==> src/rtl/wdog_keyed_pkg.sv <==
package wdog_keyed_pkg;
  typedef enum logic {
    KEY_IDLE,
    KEY_HALF
  } key_state_e;
endpackage

==> src/rtl/wdog_key_seq.sv <==
module wdog_key_seq
  import wdog_keyed_pkg::*;
#(
  parameter int unsigned ADDR_W = 8,
  parameter int unsigned DATA_W = 8,
  parameter logic [ADDR_W-1:0] REG_ADDR = 8'hA6,
  parameter logic [DATA_W-1:0] KEY_LO = 8'h1E,
  parameter logic [DATA_W-1:0] KEY_HI = 8'hE1
) (
  input  logic              clk_i,
  input  logic              rst_ni,
  input  logic              clr_i,
  input  logic              we_i,
  input  logic [ADDR_W-1:0] addr_i,
  input  logic [DATA_W-1:0] data_i,
  output logic              kick_o
);
  key_state_e state_q, state_d;
  logic hit;

  assign hit = we_i && (addr_i == REG_ADDR);

  always_comb begin
    kick_o  = 1'b0;
    state_d = state_q;
    if (clr_i) begin
      state_d = KEY_IDLE;
    end else if (we_i) begin
      // any write that is not the expected next byte drops the pending sequence
      if (hit && data_i == KEY_LO) begin
        state_d = KEY_HALF;
      end else begin
        state_d = KEY_IDLE;
        kick_o  = (state_q == KEY_HALF) && hit && (data_i == KEY_HI);
      end
    end
  end

  always_ff @(posedge clk_i or negedge rst_ni) begin
    if (!rst_ni) state_q <= KEY_IDLE;
    else         state_q <= state_d;
  end
endmodule

==> src/rtl/wdog_tick_cnt.sv <==
module wdog_tick_cnt #(
  parameter int unsigned CNT_W = 14
) (
  input  logic clk_i,
  input  logic rst_ni,
  input  logic clr_i,
  input  logic kick_i,
  input  logic tick_i,
  output logic armed_o,
  output logic ovf_o
);
  logic [CNT_W-1:0] cnt_q;
  logic             armed_q;

  assign armed_o = armed_q;
  assign ovf_o   = armed_q && tick_i && (&cnt_q) && !kick_i && !clr_i;

  always_ff @(posedge clk_i or negedge rst_ni) begin
    if (!rst_ni) begin
      armed_q <= 1'b0;
      cnt_q   <= '0;
    end else if (clr_i) begin
      armed_q <= 1'b0;
      cnt_q   <= '0;
    end else if (kick_i) begin
      armed_q <= 1'b1;
      cnt_q   <= '0;
    end else if (ovf_o) begin
      armed_q <= 1'b0;
      cnt_q   <= '0;
    end else if (armed_q && tick_i) begin
      cnt_q <= cnt_q + 1'b1;
    end
  end
endmodule

==> src/rtl/wdog_stretch.sv <==
module wdog_stretch #(
  parameter int unsigned LEN = 98
) (
  input  logic clk_i,
  input  logic rst_ni,
  input  logic load_i,
  output logic active_o
);
  localparam int unsigned W = $clog2(LEN + 1);
  localparam logic [W-1:0] LEN_L = W'(LEN);

  logic [W-1:0] left_q;

  assign active_o = (left_q != '0);

  always_ff @(posedge clk_i or negedge rst_ni) begin
    if (!rst_ni)        left_q <= '0;
    else if (load_i)    left_q <= LEN_L;
    else if (active_o)  left_q <= left_q - 1'b1;
  end
endmodule

==> src/rtl/wdog_ext_qual.sv <==
module wdog_ext_qual #(
  parameter int unsigned TICKS       = 2,
  parameter int unsigned SYNC_STAGES = 2
) (
  input  logic clk_i,
  input  logic rst_ni,
  input  logic pin_i,
  input  logic tick_i,
  output logic qual_o
);
  localparam int unsigned W = $clog2(TICKS + 1);
  localparam logic [W-1:0] TICKS_L = W'(TICKS);

  logic         pin_s;
  logic [W-1:0] seen_q;

  generate
    if (SYNC_STAGES == 0) begin : g_nosync
      assign pin_s = pin_i;
    end else begin : g_sync
      logic [SYNC_STAGES-1:0] sr_q;
      always_ff @(posedge clk_i or negedge rst_ni) begin
        if (!rst_ni) begin
          sr_q <= '0;
        end else begin
          sr_q[0] <= pin_i;
          for (int i = 1; i < SYNC_STAGES; i++) sr_q[i] <= sr_q[i-1];
        end
      end
      assign pin_s = sr_q[SYNC_STAGES-1];
    end
  endgenerate

  assign qual_o = (seen_q == TICKS_L);

  always_ff @(posedge clk_i or negedge rst_ni) begin
    if (!rst_ni)                  seen_q <= '0;
    else if (!pin_s)              seen_q <= '0;
    else if (tick_i && !qual_o)   seen_q <= seen_q + 1'b1;
  end
endmodule

==> src/rtl/wdog_keyed.sv <==
module wdog_keyed #(
  parameter int unsigned CNT_W       = 14,
  parameter int unsigned STRETCH     = 98,
  parameter int unsigned EXT_TICKS   = 2,
  parameter int unsigned SYNC_STAGES = 2,
  parameter int unsigned ADDR_W      = 8,
  parameter int unsigned DATA_W      = 8,
  parameter logic [ADDR_W-1:0] REG_ADDR = 8'hA6,
  parameter logic [DATA_W-1:0] KEY_LO   = 8'h1E,
  parameter logic [DATA_W-1:0] KEY_HI   = 8'hE1
) (
  input  logic              clk_i,
  input  logic              rst_ni,
  input  logic              mc_en_i,
  input  logic              sfr_we_i,
  input  logic [ADDR_W-1:0] sfr_addr_i,
  input  logic [DATA_W-1:0] sfr_wdata_i,
  input  logic              ext_rst_i,
  input  logic              rst_out_dis_i,
  output logic              rst_req_o,
  output logic              rst_pin_o
);
  logic kick, wdt_armed, wdt_ovf, wdt_hold, ext_qual;

  wdog_key_seq #(
    .ADDR_W  (ADDR_W),
    .DATA_W  (DATA_W),
    .REG_ADDR(REG_ADDR),
    .KEY_LO  (KEY_LO),
    .KEY_HI  (KEY_HI)
  ) i_key (
    .clk_i (clk_i),
    .rst_ni(rst_ni),
    .clr_i (rst_req_o),
    .we_i  (sfr_we_i),
    .addr_i(sfr_addr_i),
    .data_i(sfr_wdata_i),
    .kick_o(kick)
  );

  wdog_tick_cnt #(.CNT_W(CNT_W)) i_cnt (
    .clk_i  (clk_i),
    .rst_ni (rst_ni),
    .clr_i  (rst_req_o),
    .kick_i (kick),
    .tick_i (mc_en_i),
    .armed_o(wdt_armed),
    .ovf_o  (wdt_ovf)
  );

  wdog_stretch #(.LEN(STRETCH)) i_stretch (
    .clk_i   (clk_i),
    .rst_ni  (rst_ni),
    .load_i  (wdt_ovf),
    .active_o(wdt_hold)
  );

  wdog_ext_qual #(
    .TICKS      (EXT_TICKS),
    .SYNC_STAGES(SYNC_STAGES)
  ) i_ext (
    .clk_i (clk_i),
    .rst_ni(rst_ni),
    .pin_i (ext_rst_i),
    .tick_i(mc_en_i),
    .qual_o(ext_qual)
  );

  assign rst_req_o = wdt_hold | ext_qual;
  assign rst_pin_o = wdt_hold & ~rst_out_dis_i;
endmodule

==> config.mk <==
export PLATFORM = sky130hd
export DESIGN_NAME = wdog_keyed
export DESIGN_NICKNAME = d
export VERILOG_FILES = /design/src/rtl/wdog_keyed_pkg.sv /design/src/rtl/wdog_key_seq.sv /design/src/rtl/wdog_tick_cnt.sv /design/src/rtl/wdog_stretch.sv /design/src/rtl/wdog_ext_qual.sv /design/src/rtl/wdog_keyed.sv
export SDC_FILE = /design/constraint.sdc
export NUM_CORES = 1
export LEC_CHECK = 0
export BUFFER_PORTS_ARGS = -buffer_cell sky130_fd_sc_hd__buf_4
export CELL_PAD_IN_SITES_DETAIL_PLACEMENT = 1
export CELL_PAD_IN_SITES_GLOBAL_PLACEMENT = 1
export CORE_UTILIZATION = 40
export CTS_BUF_LIST = sky130_fd_sc_hd__clkbuf_4 sky130_fd_sc_hd__clkbuf_8 sky130_fd_sc_hd__clkbuf_16
export DETAILED_ROUTE_END_ITERATION = 10
export PLACE_DENSITY = 0.74
export SYNTH_ARGS = -nofsm -noshare
export SYNTH_HDL_FRONTEND = slang
export SYNTH_SLANG_ARGS = --single-unit
==> constraint.sdc <==
create_clock -name clk_i -period 1.95 [get_ports clk_i]
set_input_delay 0.195 -clock clk_i [delete_from_list [all_inputs] [get_ports clk_i]]
set_output_delay 0.195 -clock clk_i [all_outputs]
set_load 0.05 [all_outputs]
==> Yosys cells after proc, flatten, opt, wreduce, memory -nomap -nowiden <==
Cells that the tools add are included.
{ "word_totals": {"memories": 0, "mem_bits_rw": 0, "rom_bits": 0, "ff_bits": 27, "latch_bits": 0} }
{ "classes": {"multipliers": 0, "muxes": 17, "n_shift": 0, "magnitude_cmp": 0, "n_reduce_logical": 18, "n_eq_ne": 5, "n_div": 0, "addsub": 3, "bitwise_logic": 3} }
{ "ops": {"columns": ["op", "n"], "rows": [
  ["$mux 14", 4],
  ["$eq 8x8->1 const B", 2],
  ["$add 14x1->14 const B", 1],
  ["$mux 7", 2],
  ["$reduce_and 14->1", 1],
  ["$logic_and 1x1->1", 9],
  ["$mux 1", 9],
  ["$eq 8x5->1 const B", 1],
  ["$reduce_bool 7->1", 1],
  ["$sub 7x1->7 const B", 1],
  ["$mux 2", 2],
  ["$reduce_bool 2->1", 2],
  ["$reduce_bool 4->1", 1],
  ["$logic_not 1->1", 3],
  ["$reduce_bool 3->1", 1],
  ["$add 2x1->2 const B", 1],
  ["$eq 2x2->1 const B", 1],
  ["$ne 2x2->1 const B", 1],
  ["$and 1x1->1", 1],
  ["$not 1->1", 1],
  ["$or 1x1->1", 1]
]} }

==> Longest topological paths before layout <==
Gate-level depths: netlist of the first run.
{ "depth": {"ltp_word": 13, "mapped_depth": 8, "mapped_depth_nobuf": 6} }

==> Modules after synthesis <==
A second synthesis of the first run with hierarchy kept.
{ "unflattened": {"hier_cells": 154, "hier_area_um2": 1508.9} }
{ "modules_own_cells": {"columns": ["module", "area_per_inst_um2", "cells_each", "instances"], "rows": [
  ["wdog_tick_cnt", 813.3, 87, 1],
  ["wdog_stretch", 390.4, 39, 1],
  ["wdog_ext_qual", 162.7, 13, 1],
  ["wdog_key_seq", 130.1, 13, 1],
  ["wdog_keyed", 12.5, 2, 1]
]} }

==> Worst setup path after synthesis of the first run <==
Ideal clock, no wire load.
{ "synth_timing": {"path_type": "register to register", "from": "register i_stretch.left_q[0]", "to": "register i_cnt.cnt_q[1]", "period_less_slack_ps": 1904, "n_path_buf": 2, "slack_ps": 46, "arrival_time_ps": 1818, "path_stages_with_launch": 9, "required_ps": 1864, "setup_time_ps": 86, "path_cell_list": "dfrtp_1 -> inv_1 -> ha_1 -> nor4b_4 -> nand3_2 -> a31o_1 -> buf_6 -> buf_8 -> nor3_1"} }
{ "synth_via": {"elab_chain_cells": 9, "elab_cells_between_ends": 11, "cone_classes": "4 x mux; 1 x bitwise; 6 x reduce/logical"} }
{ "synth_rtl": {"columns": ["element", "line", "source"], "rows": [
  ["start: declaration", "wdog_stretch.sv:12", "logic [W-1:0] left_q;"],
  ["start signal: assignment", "wdog_stretch.sv:19", "else if (active_o) left_q <= left_q - 1'b1;"],
  ["$reduce_bool 7->1 *", "wdog_stretch.sv:14", "assign active_o = (left_q != '0);"],
  ["$or 1x1->1 *", "wdog_keyed.sv:69", "assign rst_req_o = wdt_hold | ext_qual;"],
  ["net rst_req_o", "wdog_keyed.sv:20", "output logic rst_req_o,"],
  ["$mux 1", "wdog_key_seq.sv:26", "if (clr_i) begin"],
  ["$logic_not 1->1", "wdog_tick_cnt.sv:16", "assign ovf_o = armed_q && tick_i && (&cnt_q) && !kick_i && !clr_i;"],
  ["$logic_and 1x1->1 (2 in a row)", "wdog_tick_cnt.sv:16", null],
  ["$mux 14", "wdog_tick_cnt.sv:28", "end else if (ovf_o) begin"],
  ["$mux 14", "wdog_tick_cnt.sv:25", "end else if (kick_i) begin"],
  ["$mux 14", "wdog_tick_cnt.sv:22", "end else if (clr_i) begin"],
  ["end signal: assignment", "wdog_tick_cnt.sv:32", "cnt_q <= cnt_q + 1'b1;"],
  ["end: declaration", "wdog_tick_cnt.sv:12", "logic [CNT_W-1:0] cnt_q;"]
]} }
The timed path passes the listed nets; every way through them passes the cells marked *.
A chain may end at the register's enable or synchronous reset.

==> Worst setup path after layout of the first run <==
{ "layout_timing": {"from": "register i_stretch.left_q[0]", "to": "output port rst_pin_o"} }
{ "layout_via": {"elab_chain_cells": 2} }
{ "layout_rtl": {"columns": ["element", "line", "source"], "rows": [
  ["$reduce_bool 7->1", "wdog_stretch.sv:14", null],
  ["$and 1x1->1", "wdog_keyed.sv:70", "assign rst_pin_o = wdt_hold & ~rst_out_dis_i;"],
  ["end: declaration", "wdog_keyed.sv:21", "output logic rst_pin_o"]
]} }
Every way passes these cells.

==> results.md, run 1 <==
- TritonCTS built the clock tree.
- The initial antenna violation count was 0.
- The endpoint arrival time on the critical path is 1.69 ns.
- The number of warning messages in the yosys log is 0.
- The final worst clock skew is 0.00601 ns.
- Counting the buffers created by CTS gives 3.
- For this design, the sink count on the clock tree is 27.
- The cell area after synthesis is 0.00149 sq mm.
- The setup violation total in the final timing report is 0.
- Once detail routing completed, the nets flagged for antenna violations numbered 0.
- The overall via count from detail_route is 1173.
- The worst path needs 1.89 ns of the cycle, external delays included.
- In this run, synthesis produced a sequential element count of 27.
- In this run the critical register-to-register path is captured at i_stretch.left_q[1].
- The path class of the lowest-slack min-delay path is in2reg.
- The top cell type's share of synthesized area is 0.454.
- The congestion estimate from routability-driven global placement came to 0.734.
- The maximum fanout encountered on the critical timing path is 3.
- Setup slack on the critical path of the routed design comes to 0.0631 ns.
- 24 I/O pins were placed.
- Timing would allow up to 530 MHz.
- The number of cell instances on the worst register-to-register path is 7.
- Port buffering added 23 buffers.
- The cell type with the highest aggregate area in the netlist is sky130_fd_sc_hd__dfrtp_1.
- After the first detailed-routing iteration, the DRC count stood at 32.
- The hold path startpoint is ext_rst_i.
- The via count of the first global-routing pass is 1261.
- The final-report hold violation count is 0.
- The flow ran to the end, and the final reports show no timing, DRC or antenna violations.
- The number of fill cells is 392.
- After synthesis, the cell types taking the most area are sky130_fd_sc_hd__dfrtp_1 45%, sky130_fd_sc_hd__xnor2_1 5.3%, sky130_fd_sc_hd__nor3_1 4.0%.
- After global routing the overflow that remains totals 0.
- The overall fraction of global-route tracks in use is 0.194.
- The first global-routing pass estimated 5950 microns of wire.
- The area added between synthesis and finish is 20.3%.
- The cell area reported after detailed placement is 0.00171 sq mm.
- The die area is 0.00397 sq mm.
- The number of instances on the worst hold path is 1.
- For this block, the routed nets add up to 3370 microns of wire.
- Counting along the longest clock path gives a buffer depth of 2.
- The type of destination of the critical path is an output port.
- After floorplanning, the core was divided into 21 placement rows.
- The delay of the slowest critical-path stage is 0.41 ns.
- The detailed-route DRC error count is 0.
- From bottom edge to top edge, the die measures 63.0 microns.
- OpenSTA, run right after detailed placement, puts the worst setup slack at 0.0206 ns.
- The total power draw is 1.00 mW.
- The library cell with the highest instance count after synthesis is sky130_fd_sc_hd__dfrtp_1.
- The count of distinct cell types in the synthesized netlist is 43.
- Summed over all cells, the static leakage comes to 0.852 nW.
- The family with the most delay on the worst path is simple AND/OR/NAND/NOR gates.
- The number of nets in the synthesized netlist is 164.
- Summing all non-filler instances in the final layout gives an area of 0.00179 sq mm.
- The count of non-filler cells in the finished layout is 216.
- The worst setup path is launched from a flip-flop.
- The fraction of layout instances using a drive strength above 1 is 0.265.
- After synthesis, the most frequently instantiated cells are 27 x sky130_fd_sc_hd__dfrtp_1, 12 x sky130_fd_sc_hd__nor3_1, 9 x sky130_fd_sc_hd__xnor2_1, 8 x sky130_fd_sc_hd__nand2_1, 8 x sky130_fd_sc_hd__nor2_1.
- The deepest level of the CTS H-tree is 1.
- Using the TritonRoute via totals, the vias-per-cell ratio works out to 5.43.
- Clock-pin slew was measured on the worst setup and hold paths at 0.09 ns.
- Traced cell by cell, the critical path runs through inv_1 > ha_2 > or2b_1 > nor4_4 > nor2_1 > buf_4.
- The CTS root buffer is sky130_fd_sc_hd__clkbuf_8.
- The effective utilization at floorplan is 0.433.
- Once placement completed, the tool counted placed cells totaling 208.
- The ratio of total power to cell area is 558 mW/mm^2.
- IR analysis of the VDD net gives a maximum drop of 0.000264 V.
- The wire length per cell is 15.6 microns.
- Data on the critical path is required at its endpoint by 1.75 ns.
- For this run, the detailed router's first-pass iteration total came to 4.
- For this run, the leading register cell type out of synthesis is sky130_fd_sc_hd__dfrtp_1.
- The die width is 63.0 microns.
- Entering global routing, the biggest net connects 28 pins.
- Setup repair after global routing left no endpoint under its margin.
- The proportion of synthesized flip-flops having asynchronous set or reset is 1.00.
- Together, buffers and inverters on the worst path number 2.
- The number of pins with negative max-slew slack in the final report is 0.
- The number of violations of the max-capacitance limit is 0.
- The hold path endpoint is i_ext.g_sync.sr_q[0].
- Of the synthesized area, sequential elements account for 0.454.
- Synthesis produced a netlist whose cell count is 139.
- The total number of nets in the final design is 196.
- The startpoint of the lowest-slack register-to-register path is i_stretch.left_q[0].
- The share of the cycle needed by the critical path after routing is 0.968.
- The slowest stage of the critical path belongs to the cell sky130_fd_sc_hd__dfrtp_1.
- In this run, synthesis inferred 0 flip-flops with an integrated enable.
- The detailed placer's ending HPWL is 2530 microns.
- The clock latency on the worst-skew pair is 0.27 ns.
- The synthesized area per cell is 10.7 sq um.
- 0 antenna diodes ended up in the layout.
- The slack of the worst reg-to-reg path is 0.12 ns.
- The area of the core region is 0.00344 sq mm.
- For the pin with the worst max-slew slack, the measured transition is 0.397 ns.
- For the final routed database, the setup TNS stands at 0 ns.
- The worst-case headroom to the max-slew limit is 0.735.
- The worst setup path is of the reg2out kind.
[worst max path at each step]
stage / from / end / depth (start not counted)
after global routing: i_stretch.left_q[1] / rst_pin_o / 6
after global placement: i_stretch.left_q[0] / i_stretch.left_q[1] / 6
after CTS: i_stretch.left_q[0] / rst_pin_o / 6
final: i_stretch.left_q[0] / rst_pin_o / 6
after detailed placement: i_stretch.left_q[0] / i_cnt.cnt_q[13] / 6
after floorplan: i_stretch.left_q[0] / i_cnt.cnt_q[1] / 8
[cells by family (layout without fill, tap and decap cells)]
family,after synthesis,in the layout,synth area share
xor+xnor,15,15,0.0882
fa+ha+maj,3,3,0.0252
mux,2,2,0.0143
flops,27,27,0.454
compound gates,14,14,0.0622
buf+inv,8,39,0.0328
simple gates,70,70,0.324
[where the power goes]
| part | internal, mW | switching, mW |
|---|---|---|
| Combinational | 0.0477 | 0.0486 |
| Sequential | 0.566 | 0.00425 |
| Clock | 0.160 | 0.173 |
| Total | 0.775 | 0.226 |
[per-stage QoR]
stage,util,hold WS [ns]
after floorplan,-,-0.101
after global placement,0.496,0.130
after detailed placement,0.496,0.133
after CTS,0.515,0.0205
after global routing,0.521,0.0164
final,0.521,0.0277
[layout make-up]
class / instances / area (sq um) / area share
Tap cell: 46 / 57.6 / 0.0321
Clock buffer: 4 / 48.8 / 0.0272
Inverter: 6 / 22.5 / 0.0126
Timing Repair Buffer: 29 / 220 / 0.123
Sequential cell: 27 / 676 / 0.377
Multi-Input combinational cell: 104 / 767 / 0.428
[placed cells by master, fill, tap and decap left out, types with 2 or more instances in the layout]
cell                        n
sky130_fd_sc_hd__dfrtp_1   27
sky130_fd_sc_hd__xnor2_1    9
sky130_fd_sc_hd__nor3b_1    2
sky130_fd_sc_hd__buf_4     28
sky130_fd_sc_hd__ha_1       2
sky130_fd_sc_hd__nor2_1     8
sky130_fd_sc_hd__o21a_1     2
sky130_fd_sc_hd__clkbuf_8   3
sky130_fd_sc_hd__inv_1      6
sky130_fd_sc_hd__or2_2      2
sky130_fd_sc_hd__nand2_1    8
sky130_fd_sc_hd__nand3_1    4
sky130_fd_sc_hd__nor4_1     4
sky130_fd_sc_hd__xor2_1     6
sky130_fd_sc_hd__or3_2      2
sky130_fd_sc_hd__and2_1     3
sky130_fd_sc_hd__and4_1     2
sky130_fd_sc_hd__o21ai_0    6
sky130_fd_sc_hd__nor4_4     2
sky130_fd_sc_hd__nor3_1    12
sky130_fd_sc_hd__nand4_1    4
sky130_fd_sc_hd__nand2b_1   4
[metal layers]
metal	up-vias	part of all wire	global-route usage
met5	-	0	0
li1	568	-	-
met2	30	0.49	0.315
met4	0	0.0089	0.0698
met1	572	0.47	0.264
met3	3	0.031	0.0219
[worst register-to-register path, cell delays in order, from the launching register on]
cell                      delay [ns]
sky130_fd_sc_hd__dfrtp_1        0.41
sky130_fd_sc_hd__inv_1          0.07
sky130_fd_sc_hd__ha_2           0.18
sky130_fd_sc_hd__or2b_1         0.28
sky130_fd_sc_hd__nor4_4         0.20
sky130_fd_sc_hd__buf_4          0.20
sky130_fd_sc_hd__mux2_2         0.33
sky130_fd_sc_hd__o21ai_0        0.07
[flip-flops by register name, indices dropped and copies added, names as in the netlist]
signal and flops:
i_cnt.cnt_q 14, i_stretch.left_q 7, i_ext.g_sync.sr_q 2, i_ext.seen_q 2, i_cnt.armed_o 1, i_key.state_q 1
[timing repair]
action / in CTS / in global routing
endpoints found under the setup margin: 2 / 5
gates resized for setup: 1 / 1
cloned: 0 / 0
setup buffers: 1 / 2
hold endpoints to repair: 27 / 0
pin swaps: 1 / 1
hold buffers: 1 / 0
(Power assumes the default switching activity.)
==> run 2, diff against run 1 <==
--- a/config.mk
+++ b/config.mk
@@ -14,2 +14,3 @@
 export PLACE_DENSITY = 0.74
+export RECOVER_POWER = 100
 export SYNTH_ARGS = -nofsm -noshare
==> constraint.sdc (replaced) <==
create_clock -name clk_i -period 1.95 [get_ports clk_i]
set_input_delay 0.0975 -clock clk_i [delete_from_list [all_inputs] [get_ports clk_i]]
set_output_delay 0.0975 -clock clk_i [all_outputs]
set_load 0.05 [all_outputs]
==> results.md, run 2 (synthesis gave the netlist of run 1 again) <==
- The run finished with clean final reports.
- The initial antenna violation count was 0 (unchanged).
- The die width is 63.0 microns (unchanged).
- The number of buffers added on ports was 23 (unchanged).
- The signal on the critical path passes through inv_1 > ha_2 > or2b_4 > nor4_4 > buf_4 > nor2_1 > buf_4.
- The leading cell type in the layout, fill and taps excluded is sky130_fd_sc_hd__dfrtp_1.
- The number of violations of the max-capacitance limit is 0 (unchanged).
- The type of destination of the critical path is an output port.
- The number of inserted diodes is 0 (unchanged).
- The number of core rows is 21 (unchanged).
- The average via count per standard cell is 5.53 (+1.8%).
- The vertical die dimension came to 63.0 microns (unchanged).
- The post-detailed-routing wire length was 3450 microns (+2.3%).
- The CTS sink count was 27 (unchanged).
- The wire length of the first global-routing pass is 5840 microns (-1.8%).
- The final worst clock skew is 0.00654 ns (+0.000535 ns).
- The ratio of total power to cell area is 560 mW/mm^2 (+0.31%).
- The depth of the critical timing path with buffers and inverters included came to 7 (+1).
- The endpoint arrival time on the critical path is 1.76 ns (+0.07 ns).
- The area added between synthesis and finish is 20.3% (about the same).
- The path with the worst hold slack has its endpoint at i_key.state_q.
- The number of buffers and inverters on the critical path is 3 (+1).
- The cell repeated most along the worst path is sky130_fd_sc_hd__buf_4.
- The worst-case headroom to the max-slew limit is 0.0104 (-0.725).
- The largest registers in the layout are i_cnt.cnt_q (14), i_stretch.left_q (7).
- The number of pins with negative max-slew slack in the final report is 0 (unchanged).
- The total number of nets in the final design is 197 (+0.51%).
- The setup violation total in the final timing report is 0 (unchanged).
- Clock tree synthesis selected as its root buffer the cell sky130_fd_sc_hd__clkbuf_8.
- The flip-flop count of the largest register after layout is 14 (unchanged).
- The sequential standard cell area was 676 sq um (unchanged).
- The maximum fanout encountered on the critical timing path is 4 (+1).
- Setup repair after global routing left no endpoint under its margin.
- The critical-path cell with the highest stage delay is sky130_fd_sc_hd__dfrtp_1.
- The post-route minimum period is 1.86 ns (-0.0291 ns).
- The total area of multi-input combinational cells came to 766 sq um (-0.16%).
- The via count of the first global-routing pass is 1292 (+2.5%).
- The top-level port count is 24 (unchanged).
- The min-delay analysis places its worst path in the category in2reg.
- The number of cell instances on the worst register-to-register path is 5 (-2).
- The top cell types in the final layout, fill and taps aside, are 27 x sky130_fd_sc_hd__dfrtp_1, 24 x sky130_fd_sc_hd__buf_4, 12 x sky130_fd_sc_hd__nor3_1, 9 x sky130_fd_sc_hd__xnor2_1.
- The worst setup path is of the reg2out kind.
- The capture point of the worst reg-to-reg path is i_stretch.left_q[5].
- The die area is 0.00397 sq mm (unchanged).
- The pin count of the biggest net entering global routing is 28 (unchanged).
- The count of TritonRoute iterations in the first routing pass was 3 (-1).
- The detailed-route DRC error count is 0 (unchanged).
- The count of routing violations after the opening detailed-route iteration is 37 (+16%).
- The total congestion overflow is 0 (unchanged).
- The worst supply voltage drop on vdd was 0.000254 V (-3.8%).
- The detailed placer's ending HPWL is 2460 microns (-3.1%).
- The slew at the pin closest to its max-slew limit is 1.48 ns (+1.09 ns).
- STA classifies the critical path startpoint as a flip-flop.
- The slack of the worst reg-to-reg path came to 0.12 ns (about the same).
- The overall fraction of global-route tracks in use is 0.187 (-0.00705).
- The final-report hold violation count is 0 (unchanged).
- The count of non-filler cells in the finished layout was 217 (+0.46%).
- The clock latency on the worst-skew pair is 0.27 ns (about the same).
- The number of buffers inserted during clock tree synthesis came to 3 (unchanged).
- The number of instances on the worst hold path is 3 (+2).
- The fraction of layout instances using a drive strength above 1 is 0.251 (-0.0132).
- The endpoint required time on the critical path was 1.85 ns (+0.10 ns).
- The startpoint of the lowest-slack register-to-register path is i_stretch.left_q[0].
- The worst hold path begins at sfr_we_i.
- The area of the core region came to 0.00344 sq mm (unchanged).
- The effective utilization at floorplan is 0.433 (unchanged).
- The share of the cycle needed by the critical path after routing was 0.953 (-0.0149).
- The CTS tree is done.
- The post-detailed-route count of antenna-violating nets is 0 (unchanged).
- The post-CTS clock slew at the launch and capture registers of the worst setup and hold paths is 0.09 ns (about the same).
- The buffer levels on the longest clock path came to 2 (unchanged).
- The overall via count from detail_route is 1200 (+2.3%).
- The number of placed instances with taps included is 209 (+0.48%).
- The post-route setup TNS came to 0 ns (unchanged).
- On the critical path the largest part of the delay comes from simple AND/OR/NAND/NOR gates.
- The wire length per cell is 15.9 microns (+1.9%).
- The number of fill cells is 400 (+2.0%).
- The delay of the slowest critical-path stage is 0.39 ns (-0.02 ns).
- The deepest level of the CTS H-tree is 1 (unchanged).
- The register ranked first by flip-flop count is i_cnt.cnt_q.
- The highest clock frequency the design can meet is 538 MHz (+1.6%).
- The final RePlAce weighted congestion is 0.777 (+5.8%).
- The static leakage is 0.837 nW (-1.7%).
## run 2: cell count changes in the layout (fill, tap and decap cells not counted)
cell and change:
sky130_fd_sc_hd__and2_0 +2, sky130_fd_sc_hd__clkbuf_2 +1, sky130_fd_sc_hd__nand3_1 +1, sky130_fd_sc_hd__or2b_1 -1, sky130_fd_sc_hd__or2b_4 +1, sky130_fd_sc_hd__dlygate4sd3_1 +1
sky130_fd_sc_hd__buf_4 -4, sky130_fd_sc_hd__clkbuf_4 +1, sky130_fd_sc_hd__clkbuf_1 +2, sky130_fd_sc_hd__nand3_2 -1, sky130_fd_sc_hd__and2_1 -2
## run 2: worst max-delay path by stage
stage                              startpoint              end  slack (ns)
after floorplan           i_stretch.left_q[0]   i_cnt.cnt_q[1]        0.05
after global placement    i_stretch.left_q[0]  i_cnt.cnt_q[13]        0.18
after detailed placement  i_stretch.left_q[0]  i_cnt.cnt_q[11]        0.06
after CTS                 i_stretch.left_q[0]  i_cnt.cnt_q[11]        0.04
after global routing      i_stretch.left_q[0]        rst_pin_o       0.003
final                     i_stretch.left_q[0]        rst_pin_o        0.09
## run 2: area by class of cell
cell class              count  area share
inverters                   6      0.0126
flip-flops and latches     27       0.377
well taps                  46      0.0321
clock buffers               4      0.0273
repair buffers             30       0.123
multi-input cells         104       0.428
## run 2: per-layer routing
layer / GRT usage / share of wire / wire [microns]
met1: 0.238 / 0.47 / 1620
met2: 0.321 / 0.49 / 1680
met3: 0.0255 / 0.030 / 102
met4: 0.0610 / 0.013 / 45
met5: 0 / 0 / 0
## run 2: timing repair
item | in CTS | in global routing
pin swaps | 1 | 0
gates resized for setup | 0 | 3
hold buffers | 2 | 0
hold endpoints to repair | 28 | 0
setup buffers | 1 | 1
endpoints found under the setup margin | 1 | 13
gates cloned | 0 | 0
## run 2: power by group
part | total [mW] | internal (mW) | switching (mW)
sequential | 0.571 | 0.566 | 0.00436
combinational | 0.0961 | 0.0461 | 0.0500
clock | 0.336 | 0.160 | 0.176
## run 2: worst min-delay path, delay by kind of cell
kind,cells,cell delay (ns)
buffers and inverters,1,0.08
and+or+nand+nor,1,0.09
AOI/OAI and AO/OA,1,0.06
## run 2: metrics by stage
step                      power, mW  area (sq um)  hold WS (ns)  setup WS [ns]  utilization
final                          1.00          1790        0.0963         0.0921        0.520
after global routing           1.06          1790         0.102        0.00339        0.520
after CTS                      1.02          1790        0.0941         0.0393        0.521
after detailed placement      0.680          1720        0.0382         0.0638        0.498
after global placement        0.674          1720        0.0279          0.179        0.498
after floorplan               0.628          1490        -0.198         0.0463            -
==> run 3, diff against run 2 <==
CTS_BUF_LIST = sky130_fd_sc_hd__clkbuf_16   (was sky130_fd_sc_hd__clkbuf_4 sky130_fd_sc_hd__clkbuf_8 sky130_fd_sc_hd__clkbuf_16)
==> results.md, run 3 (synthesis gave the netlist of run 1 again) <==
- The die width is 63.0 microns (unchanged).
- The register ranked first by flip-flop count is i_cnt.cnt_q.
- The endpoint arrival time on the critical path is 1.86 ns (+0.10 ns).
- The endpoint identified for the worst register-to-register timing path is i_stretch.left_q[1].
- The number of buffers inserted during clock tree synthesis came to 3 (unchanged).
- The endpoint required time on the critical path came to 1.85 ns (about the same).
- The timing endpoint of the critical path is rst_pin_o.
- The post-detailed-routing wire length was 3510 microns (+1.8%).
- In the layout the commonest cells are 27 x sky130_fd_sc_hd__dfrtp_1, 26 x sky130_fd_sc_hd__buf_4, 12 x sky130_fd_sc_hd__nor3_1, 9 x sky130_fd_sc_hd__xnor2_1, 8 x sky130_fd_sc_hd__nand2_1.
- The number of inserted diodes was 0 (unchanged).
- The worst hold margin was 0.106 ns (+0.00967 ns).
- The maximum fanout encountered on the critical timing path was 4 (unchanged).
- The CTS sink count is 27 (unchanged).
- The count of routing violations after the opening detailed-route iteration is 36 (-2.7%).
- The type of destination of the critical path is an output port.
- The number of core rows is 21 (unchanged).
- The number of violations of the max-capacitance limit is 0 (unchanged).
- The final worst clock skew is 0.00246 ns (-0.00409 ns).
- Setup repair after global routing could not meet its margin everywhere.
- The clock latency on the worst-skew pair is 0.26 ns (about the same).
- TritonCTS built the clock tree.
- The total power draw was 1.14 mW (+13%).
- The average via count per standard cell is 5.60 (+1.3%).
- The wire length per cell came to 16.0 microns (+0.87%).
- The overall fraction of global-route tracks in use is 0.193 (+0.00660).
- The largest registers in the layout are i_cnt.cnt_q (14), i_stretch.left_q (7).
- The number of placed instances with taps included was 209 (unchanged).
- The count of TritonRoute iterations in the first routing pass is 4 (+1).
- The smallest setup slack after layout came to -0.00669 ns (-0.0988 ns).
- The detailed-route DRC error count was 0 (unchanged).
- The number of buffers added on ports is 23 (unchanged).
- The share of the cycle needed by the critical path after routing is 1.00 (+0.0507).
- The static leakage is 0.875 nW (+4.5%).
- The final reports fail on negative setup slack.
- The slack of the worst reg-to-reg path is 0.09 ns (-0.03 ns).
- The total congestion overflow was 0 (unchanged).
- The ratio of total power to cell area is 613 mW/mm^2 (+9.4%).
- The pin count of the biggest net entering global routing is 28 (unchanged).
- The overall via count from detail_route is 1227 (+2.3%).
- The count of non-filler cells in the finished layout is 219 (+0.92%).
- The total number of nets in the final design is 199 (+1.0%).
- The detailed placer's ending HPWL is 2460 microns (unchanged).
- Tracing the worst setup path back leads to its startpoint at i_stretch.left_q[1].
- The worst hold path belongs to the class in2reg.
- The effective utilization at floorplan is 0.433 (unchanged).
- The vertical die dimension came to 63.0 microns (unchanged).
- The post-detailed-route count of antenna-violating nets is 0 (unchanged).
- The final-report hold violation count is 0 (unchanged).
- The startpoint of the lowest-slack register-to-register path is i_stretch.left_q[1].
- The worst-case headroom to the max-slew limit is 0.542 (+0.531).
- The worst supply voltage drop on vdd is 0.000319 V (+26%).
- The number of cell instances on the worst register-to-register path is 7 (+2).
- The setup path with the least slack is of type reg2out.
- The area of the core region is 0.00344 sq mm (unchanged).
- The flip-flop count of the largest register after layout is 14 (unchanged).
- The deepest level of the CTS H-tree is 1 (unchanged).
- The wire length of the first global-routing pass is 6000 microns (+2.6%).
- The final RePlAce weighted congestion is 0.777 (unchanged).
- The initial antenna violation count is 0 (unchanged).
- The area added between synthesis and finish is 24.5%.
- The highest clock frequency the design can meet is 511 MHz (-5.1%).
- The CTS root buffer is sky130_fd_sc_hd__clkbuf_16.
- The buffer levels on the longest clock path came to 2 (unchanged).
- The via count of the first global-routing pass is 1315 (+1.8%).
- The post-route minimum period is 1.96 ns (+0.0988 ns).
- The die area is 0.00397 sq mm (unchanged).
- The run finished, with violations left.
- The fraction of layout instances using a drive strength above 1 was 0.272 (+0.0202).
- The number of pins with negative max-slew slack in the final report came to 0 (unchanged).
- The setup violation total in the final timing report was 1 (+1).
- The slew at the pin closest to its max-slew limit is 0.688 ns (-0.797 ns).
- The library cell used most frequently in the layout, excluding fill and tap cells, is sky130_fd_sc_hd__dfrtp_1.
- The launching element type of the critical path is a flip-flop.
- The hold path startpoint is sfr_we_i.
- The top-level port count is 24 (unchanged).
- The post-CTS clock slew at the launch and capture registers of the worst setup and hold paths is 0.07 ns (-0.02 ns).
## run 3: critical path, cell delays in order (launching register included)
cell	delay [ns]
sky130_fd_sc_hd__dfrtp_1	0.41
sky130_fd_sc_hd__inv_2	0.09
sky130_fd_sc_hd__ha_4	0.14
sky130_fd_sc_hd__or2b_1	0.27
sky130_fd_sc_hd__nor4_4	0.31
sky130_fd_sc_hd__buf_4	0.20
sky130_fd_sc_hd__nor2_2	0.04
sky130_fd_sc_hd__buf_6	0.14
## run 3: routing by layer
metal	routed length, microns	GRT usage
met5	0	0
met4	76	0.0872
met3	135	0.0255
met2	1670	0.315
met1	1630	0.253
## run 3: worst min-delay path by stage
stage / end / slack [ns] / cells past startpoint
finish: i_key.state_q / 0.11 / 3
global placement: i_ext.seen_q[0] / 0.03 / 1
global route: i_key.state_q / 0.13 / 3
CTS: i_key.state_q / 0.11 / 3
detailed placement: i_ext.seen_q[0] / 0.04 / 1
floorplan: i_cnt.armed_o / -0.20 / 0
## run 3: final cells by class
| type | instances | area, sq um |
|---|---|---|
| fillers | 394 | 1590 |
| well taps | 46 | 57.6 |
| clock inverters | 1 | 3.75 |
| clock buffers | 3 | 75.1 |
| repair buffers | 32 | 244 |
| multi-input cells | 104 | 774 |
| inverters | 6 | 22.5 |
| flip-flops and latches | 27 | 676 |
## run 3: where the power goes
group	switching [mW]	internal, mW	leakage, nW
clock	0.194	0.275	0.0423
combinational	0.0501	0.0458	0.461
sequential	0.00438	0.567	0.371
## run 3: timing repair
item / 4_1_cts / 5_1_grt
hold buffers: 2 / 0
buffers inserted: 2 / 2
hold endpoints to repair: 28 / 0
endpoints found under the setup margin: 1 / 10
gates resized for setup: 2 / 4
pin swaps: 1 / 2
## run 3: per-stage QoR
stage | worst slack [ns] | instance area (sq um) | util | TNS, ns
after floorplan | 0.0463 | 1490 | - | 0
after global placement | 0.179 | 1720 | 0.498 | 0
after detailed placement | 0.0638 | 1720 | 0.498 | 0
after CTS | 0.00247 | 1840 | 0.533 | 0
after global routing | -0.0629 | 1850 | 0.538 | -0.205
final | -0.00669 | 1850 | 0.538 | -0.00669
